**src/rtl/sq_pkg.sv**
```systemverilog
package sq_pkg;
  // Number of partial terms used by the folded squaring scheme
  localparam int SQ_TERMS   = 3;
  // Register stages from operand to result
  localparam int SQ_LATENCY = 3;

  // Partial term slots, ordered by weight (index t has weight t*LO_W)
  typedef enum int {
    TERM_LOW  = 0,  // lo * lo
    TERM_MID  = 1,  // (2*hi) * lo
    TERM_HIGH = 2   // hi * hi
  } term_e;
endpackage

```
**src/rtl/sq_split.sv**
```systemverilog
// Splits the operand into a low slice, the high slice and the doubled high slice.
module sq_split #(
  parameter int IN_W = 33,
  parameter int LO_W = 17
) (
  input  logic [IN_W-1:0] x,
  output logic [LO_W-1:0] lo,
  output logic [LO_W-1:0] hi,
  output logic [LO_W-1:0] hi_dbl
);
  logic [IN_W-1:0] x_shr;

  assign x_shr  = x >> LO_W;
  assign lo     = x[LO_W-1:0];
  assign hi     = x_shr[LO_W-1:0];
  // Headroom of one bit: the high slice is narrower than LO_W
  assign hi_dbl = hi << 1;
endmodule

```
**src/rtl/sq_mul.sv**
```systemverilog
// One registered LO_W x LO_W unsigned product with a clock enable.
module sq_mul #(
  parameter int LO_W = 17,
  localparam int PRD_W = 2 * LO_W
) (
  input  logic             clk,
  input  logic             rst_n,
  input  logic             en,
  input  logic [LO_W-1:0]  a,
  input  logic [LO_W-1:0]  b,
  output logic [PRD_W-1:0] p
);
  logic [PRD_W-1:0] p_d;

  always_comb begin
    p_d = PRD_W'(a) * PRD_W'(b);
  end

  always_ff @(posedge clk or negedge rst_n) begin
    if (!rst_n) begin
      p <= '0;
    end else if (en) begin
      p <= p_d;
    end
  end
endmodule

```
**src/rtl/sq_acc.sv**
```systemverilog
// Combines weighted partial terms with a chain of fixed LO_W shift-and-add steps.
module sq_acc #(
  parameter int NTERM = 3,
  parameter int LO_W  = 17,
  parameter int OUT_W = 66,
  localparam int PRD_W = 2 * LO_W
) (
  input  logic                   clk,
  input  logic                   rst_n,
  input  logic                   en,
  input  logic [NTERM*PRD_W-1:0] p_flat,
  output logic [OUT_W-1:0]       sum
);
  logic [OUT_W-1:0] sum_d;

  always_comb begin
    sum_d = '0;
    for (int t = NTERM - 1; t >= 0; t--) begin
      sum_d = (sum_d << LO_W) + OUT_W'(p_flat[t*PRD_W +: PRD_W]);
    end
  end

  always_ff @(posedge clk or negedge rst_n) begin
    if (!rst_n) begin
      sum <= '0;
    end else if (en) begin
      sum <= sum_d;
    end
  end
endmodule

```
**src/rtl/sq33_pipe.sv**
```systemverilog
// Three-stage unsigned squarer: split/register, three products, weighted sum.
module sq33_pipe #(
  parameter int IN_W = 33,
  parameter int LO_W = 17,
  localparam int HI_W  = IN_W - LO_W,
  localparam int PRD_W = 2 * LO_W,
  localparam int OUT_W = 2 * IN_W,
  localparam int NTERM = sq_pkg::SQ_TERMS
) (
  input  logic             clk,
  input  logic             rst_n,
  input  logic             in_vld,
  input  logic [IN_W-1:0]  in_x,
  output logic             out_vld,
  output logic [OUT_W-1:0] out_sq
);
  import sq_pkg::*;

  if (HI_W + 1 > LO_W || HI_W < 1) begin : g_bad_split
    $error("sq33_pipe: doubled high slice must fit in the low slice width");
  end

  // Reset: asynchronous assertion, synchronous release
  logic [1:0] rs_q;
  logic       rst_sync_n;

  always_ff @(posedge clk or negedge rst_n) begin
    if (!rst_n) begin
      rs_q <= 2'b00;
    end else begin
      rs_q <= {rs_q[0], 1'b1};
    end
  end
  assign rst_sync_n = rs_q[1];

  // Stage 1: operand split and operand registers
  logic [LO_W-1:0] lo, hi, hi_dbl;
  logic [LO_W-1:0] op_a_d [NTERM];
  logic [LO_W-1:0] op_b_d [NTERM];
  logic [LO_W-1:0] op_a_q [NTERM];
  logic [LO_W-1:0] op_b_q [NTERM];

  sq_split #(.IN_W(IN_W), .LO_W(LO_W)) u_split (
    .x      (in_x),
    .lo     (lo),
    .hi     (hi),
    .hi_dbl (hi_dbl)
  );

  always_comb begin
    op_a_d[TERM_LOW]  = lo;
    op_b_d[TERM_LOW]  = lo;
    op_a_d[TERM_MID]  = hi_dbl;
    op_b_d[TERM_MID]  = lo;
    op_a_d[TERM_HIGH] = hi;
    op_b_d[TERM_HIGH] = hi;
  end

  always_ff @(posedge clk or negedge rst_sync_n) begin
    if (!rst_sync_n) begin
      for (int t = 0; t < NTERM; t++) begin
        op_a_q[t] <= '0;
        op_b_q[t] <= '0;
      end
    end else if (in_vld) begin
      for (int t = 0; t < NTERM; t++) begin
        op_a_q[t] <= op_a_d[t];
        op_b_q[t] <= op_b_d[t];
      end
    end
  end

  // Valid pipeline
  logic v1_q, v2_q, v3_q;
  logic v1_d, v2_d, v3_d;

  always_comb begin
    v1_d = in_vld;
    v2_d = v1_q;
    v3_d = v2_q;
  end

  always_ff @(posedge clk or negedge rst_sync_n) begin
    if (!rst_sync_n) begin
      v1_q <= 1'b0;
      v2_q <= 1'b0;
      v3_q <= 1'b0;
    end else begin
      v1_q <= v1_d;
      v2_q <= v2_d;
      v3_q <= v3_d;
    end
  end

  // Stage 2: products
  logic [NTERM*PRD_W-1:0] prod_flat;

  for (genvar t = 0; t < NTERM; t++) begin : g_mul
    sq_mul #(.LO_W(LO_W)) u_mul (
      .clk   (clk),
      .rst_n (rst_sync_n),
      .en    (v1_q),
      .a     (op_a_q[t]),
      .b     (op_b_q[t]),
      .p     (prod_flat[t*PRD_W +: PRD_W])
    );
  end

  // Stage 3: weighted sum
  sq_acc #(.NTERM(NTERM), .LO_W(LO_W), .OUT_W(OUT_W)) u_acc (
    .clk    (clk),
    .rst_n  (rst_sync_n),
    .en     (v2_q),
    .p_flat (prod_flat),
    .sum    (out_sq)
  );

  assign out_vld = v3_q;
endmodule

```
**config.mk**
```make
export PLATFORM = sky130hd
export DESIGN_NAME = sq33_pipe
export DESIGN_NICKNAME = d
export VERILOG_FILES = /design/src/rtl/sq_pkg.sv /design/src/rtl/sq_split.sv /design/src/rtl/sq_mul.sv /design/src/rtl/sq_acc.sv /design/src/rtl/sq33_pipe.sv
export SDC_FILE = /design/constraint.sdc
export NUM_CORES = 2
export LEC_CHECK = 0
export ABC_CLOCK_PERIOD_IN_PS = 6950
export CAP_MARGIN = 20
export CORE_ASPECT_RATIO = 0.7
export CORE_MARGIN = 8
export CORE_UTILIZATION = 60
export CTS_CLUSTER_DIAMETER = 80
export DETAILED_ROUTE_END_ITERATION = 7
export DONT_BUFFER_PORTS = 1
export GPL_TIMING_DRIVEN = 0
export PLACE_DENSITY_LB_ADDON = 0.3
export SLEW_MARGIN = 20
export SYNTH_ARGS = -nofsm -noshare
export SYNTH_HDL_FRONTEND = slang
export SYNTH_SLANG_ARGS = --single-unit
```
**constraint.sdc**
```tcl
create_clock -name clk -period 6.95 [get_ports clk]
set_input_delay 0.695 -clock clk [delete_from_list [all_inputs] [get_ports clk]]
set_output_delay 0.695 -clock clk [all_outputs]
set_load 0.02 [all_outputs]
```
==> qor.json <==
{
  "ys_ff_latch": 200,
  "final_min_period_over_clock_period_pct": 98.1,
  "critical_path_class": "reg -> reg",
  "finalWeightedCongestion": 0.966,
  "synth_cell_type_count": 88,
  "tritoncts": "done",
  "worstPathCellList": "clkbuf_2 -> nand2_1 -> fa_1 -> inv_1 -> fa_1 -> fa_1 -> fa_1 -> fa_1 -> inv_1 -> fa_1 -> inv_1 -> ha_1 -> o21a_1 -> nor2_1 -> nor3_1 -> nor2_2 -> buf_4 -> buf_4 -> a21oi_1 -> o21ai_0 -> a211oi_1 -> mux2_2",
  "num_rows": 73,
  "cts-htree-levels": 4,
  "via_per_inst": 5.82,
  "detail_route.wl_per_cell_microns": 22.4,
  "fp.dieArea_sq_mm": 0.0653,
  "grt_overflow": 0,
  "fill_cells": 4715,
  "synth_top_flop_cell": "dfrtp_1",
  "iteration_0_drc_markers": 2251,
  "run_status": "finished clean",
  "setup_viol_count_final": 0,
  "critical-path-slowest-cell": "fa_1",
  "hold_slack_final_ns": 0.234,
  "die_height_microns": 216,
  "synth_largest_type_area_fraction_pct": 32.8,
  "synth.area.top_cells": "fa_1 33%, dfrtp_1 15%, ha_1 13%",
  "netlist_area_sq_mm": 0.0343,
  "syn_area_per_cell_sq_um": 9.34,
  "layout.cells.most_common": "inv_1",
  "critPathRequiredTime_ns": 7.39,
  "synth-seq-area-share_pct": 14.6,
  "whs_endpoint": "v1_q",
  "drt-pass1-iter-count": 6,
  "design.portCount": 103,
  "drv.max_cap_violation_count": 0,
  "hold_violations": 0,
  "clk_root_buffer_cell": "clkbuf_16",
  "synthCells": 3677,
  "worst-endpoint-arrival_ns": 7.26,
  "layout.nets": 4657,
  "hold_start": "in_vld",
  "clock_skew_ns": 0.0332,
  "r2r_setup_slack_ns": 0.13,
  "placedInstanceArea_sq_mm": 0.0354,
  "drive_gt1_share_pct": 10.2,
  "grt_pass1_wl_microns": 156000,
  "clock_pin_slew_worst_setup_and_hold_paths_ns": 0.09,
  "via_count": 26100,
  "synth_largest_area_cell": "fa_1",
  "worst-slew-pin-transition_ns": 1.19,
  "worstHoldPathType": "in -> reg",
  "ctsLongestPathBuffers": 2,
  "number_of_i_o_port_buffers": 0,
  "cpMostUsedCell": "fa_1",
  "worstRegToRegCells": 22,
  "synth_enable_flop_cells": 0,
  "effective_utilization_at_floorplan_pct": 60.5,
  "route.final.wire_length_microns": 100000,
  "grt_start_max_net_pins": 52,
  "syn_nets": 4620,
  "ys_async_sr_fraction_pct": 100,
  "detail_route.drc_violations": 0,
  "setup_total_neg_slack_ns": 0,
  "post-route-cell-area_sq_mm": 0.0367,
  "maxSlewViolCount": 0,
  "area_growth_syn_to_layout_pct": 6.78,
  "globalRouteTotalUtil_pct": 31.4,
  "startpoint_type": "register",
  "cp-end-kind": "register",
  "place.detailed.hpwl_microns": 80300,
  "cp_slowest_stage_delay_ns": 0.64,
  "timing.rr.start": "op_b_q[32]",
  "first_global_vias": 27000,
  "slew-limit-headroom_pct": 20.5,
  "yosysWarningCount": 0,
  "cts_inserted_buffers": 17,
  "finalWorstPathRequiredPeriod_ns": 6.82,
  "crit_path_max_fanout": 10,
  "fp.coreArea_sq_mm": 0.0567,
  "final_antenna_net_count": 0,
  "number_of_stages_on_the_worst_hold_path": 0,
  "grt_setup_unrepaired": "true",
  "most_used_cells_in_the_layout_excluding_fill_and_tap_cells": "751 x inv_1, 561 x fa_1, 408 x nand2_1, 342 x ha_1, 212 x and2_1",
  "reg2reg_to": "g_mul[0].u_mul.p[24]",
  "clock_latency_ns": 0.51,
  "clkSinkCount": 200,
  "max_freq_ghz": 0.147,
  "die_width_microns": 302,
  "antenna_violations_before_repair": 6
}
[timing repair]
| action | in CTS | in global routing |
|---|---|---|
| hold buffers | 1 | 0 |
| endpoints found under the setup margin | 48 | 29 |
| pin swaps | 0 | 10 |
| endpoints found under the hold margin | 2 | 0 |
| setup buffers | 3 | 21 |
| resized for setup | 135 | 131 |
[sequential cells by signal, summed over array words and instances (netlist names)]
name,cells
g_mul.u_mul.p,97
op_b_q,33
out_vld,1
rs_q,2
u_acc.sum,65
v1_q,1
v2_q,1
[synth_stat cells, drive strengths merged, types with 6 or more instances]
cell	number
o221ai	6
nor2	130
nor2b	22
o311ai	6
nor4	10
and3	16
clkbuf	135
or2	9
mux2	132
nor3b	7
xnor2	109
fa	563
and2	213
a211o	8
nor3	31
or3	9
mux2i	6
o21bai	13
buf	19
o211ai	7
a21o	43
nand2b	17
nand2	408
a21oi	123
xor2	46
o22ai	6
nand4	14
dfrtp	200
inv	752
a31o	10
a31oi	17
o21a	18
o21ai	93
nand3	41
o31ai	18
ha	344
a211oi	12
[worst max path at each step]
stage	endpoint	from	slack (ns)	cells past startpoint
final	g_mul[0].u_mul.p[24]	op_b_q[32]	0.13	22
after detailed placement	g_mul[0].u_mul.p[32]	op_b_q[27]	-1.15	25
after CTS	g_mul[0].u_mul.p[31]	op_b_q[28]	0.0003	23
after floorplan	g_mul[2].u_mul.p[30]	op_b_q[13]	0.44	23
after global routing	g_mul[2].u_mul.p[28]	op_b_q[8]	-0.05	23
after global placement	op_b_q[4]	rs_q[1]	-1.67	0
[critical path, delay by kind of cell, from the launching register on]
| kind | cells | cell delay [ns] |
|---|---|---|
| mux | 1 | 0.26 |
| simple gates | 4 | 0.56 |
| compound gates | 4 | 1.02 |
| buf+inv | 6 | 0.86 |
| flops | 1 | 0.58 |
| fa+ha+maj | 7 | 3.47 |
[cells by family (layout without fill, tap and decap cells)]
family	Yosys count	after routing	synth area share [%]
other	2	8	0.0219
xor gates and xnor gates	155	155	3.95
muxes	138	138	4.51
and+or+nand+nor	946	946	13.4
adders and majority gates	907	907	45.4
DFF	200	200	14.6
buffers and inverters	911	961	10.1
AOI/OAI and AO/OA	418	418	8.04
[final cells by class]
| class | count | area (sq um) | share of cell area (%) |
|---|---|---|---|
| multi-input cells | 2566 | 26000 | 71.0 |
| inverters | 757 | 2860 | 7.79 |
| diodes | 6 | 15.0 | 0.0409 |
| repair buffers | 30 | 333 | 0.908 |
| well taps | 750 | 938 | 2.56 |
| flip-flops and latches | 200 | 5030 | 13.7 |
| plain buffers | 142 | 863 | 2.35 |
| clock buffers | 18 | 429 | 1.17 |
| clock inverters | 14 | 178 | 0.485 |
[stage by stage]
step,worst slack (ns),std cells,utilization [%]
4_1_cts,0.000314,4459,63.9
3_5_place_dp,-1.15,4431,62.4
5_1_grt,-0.0474,4477,64.6
2_1_floorplan,0.438,3677,-
6_report,0.133,4483,64.7
3_3_place_gp,-1.67,4427,62.2
[layer usage]
| metal | share of wire [%] | routed length [microns] | global-route usage [%] | up-vias |
|---|---|---|---|---|
| met5 | 0.078 | 78 | 0 | - |
| met4 | 4.3 | 4310 | 11.7 | 10 |
| met3 | 10 | 10500 | 8.65 | 252 |
| met2 | 43 | 43400 | 47.5 | 1216 |
| met1 | 42 | 41900 | 42.9 | 13000 |
| li1 | - | - | - | 11600 |
Power is left out: the tool's default activity adds up to more than one toggle a clock period on the data nets, which glitch-free logic cannot reach.
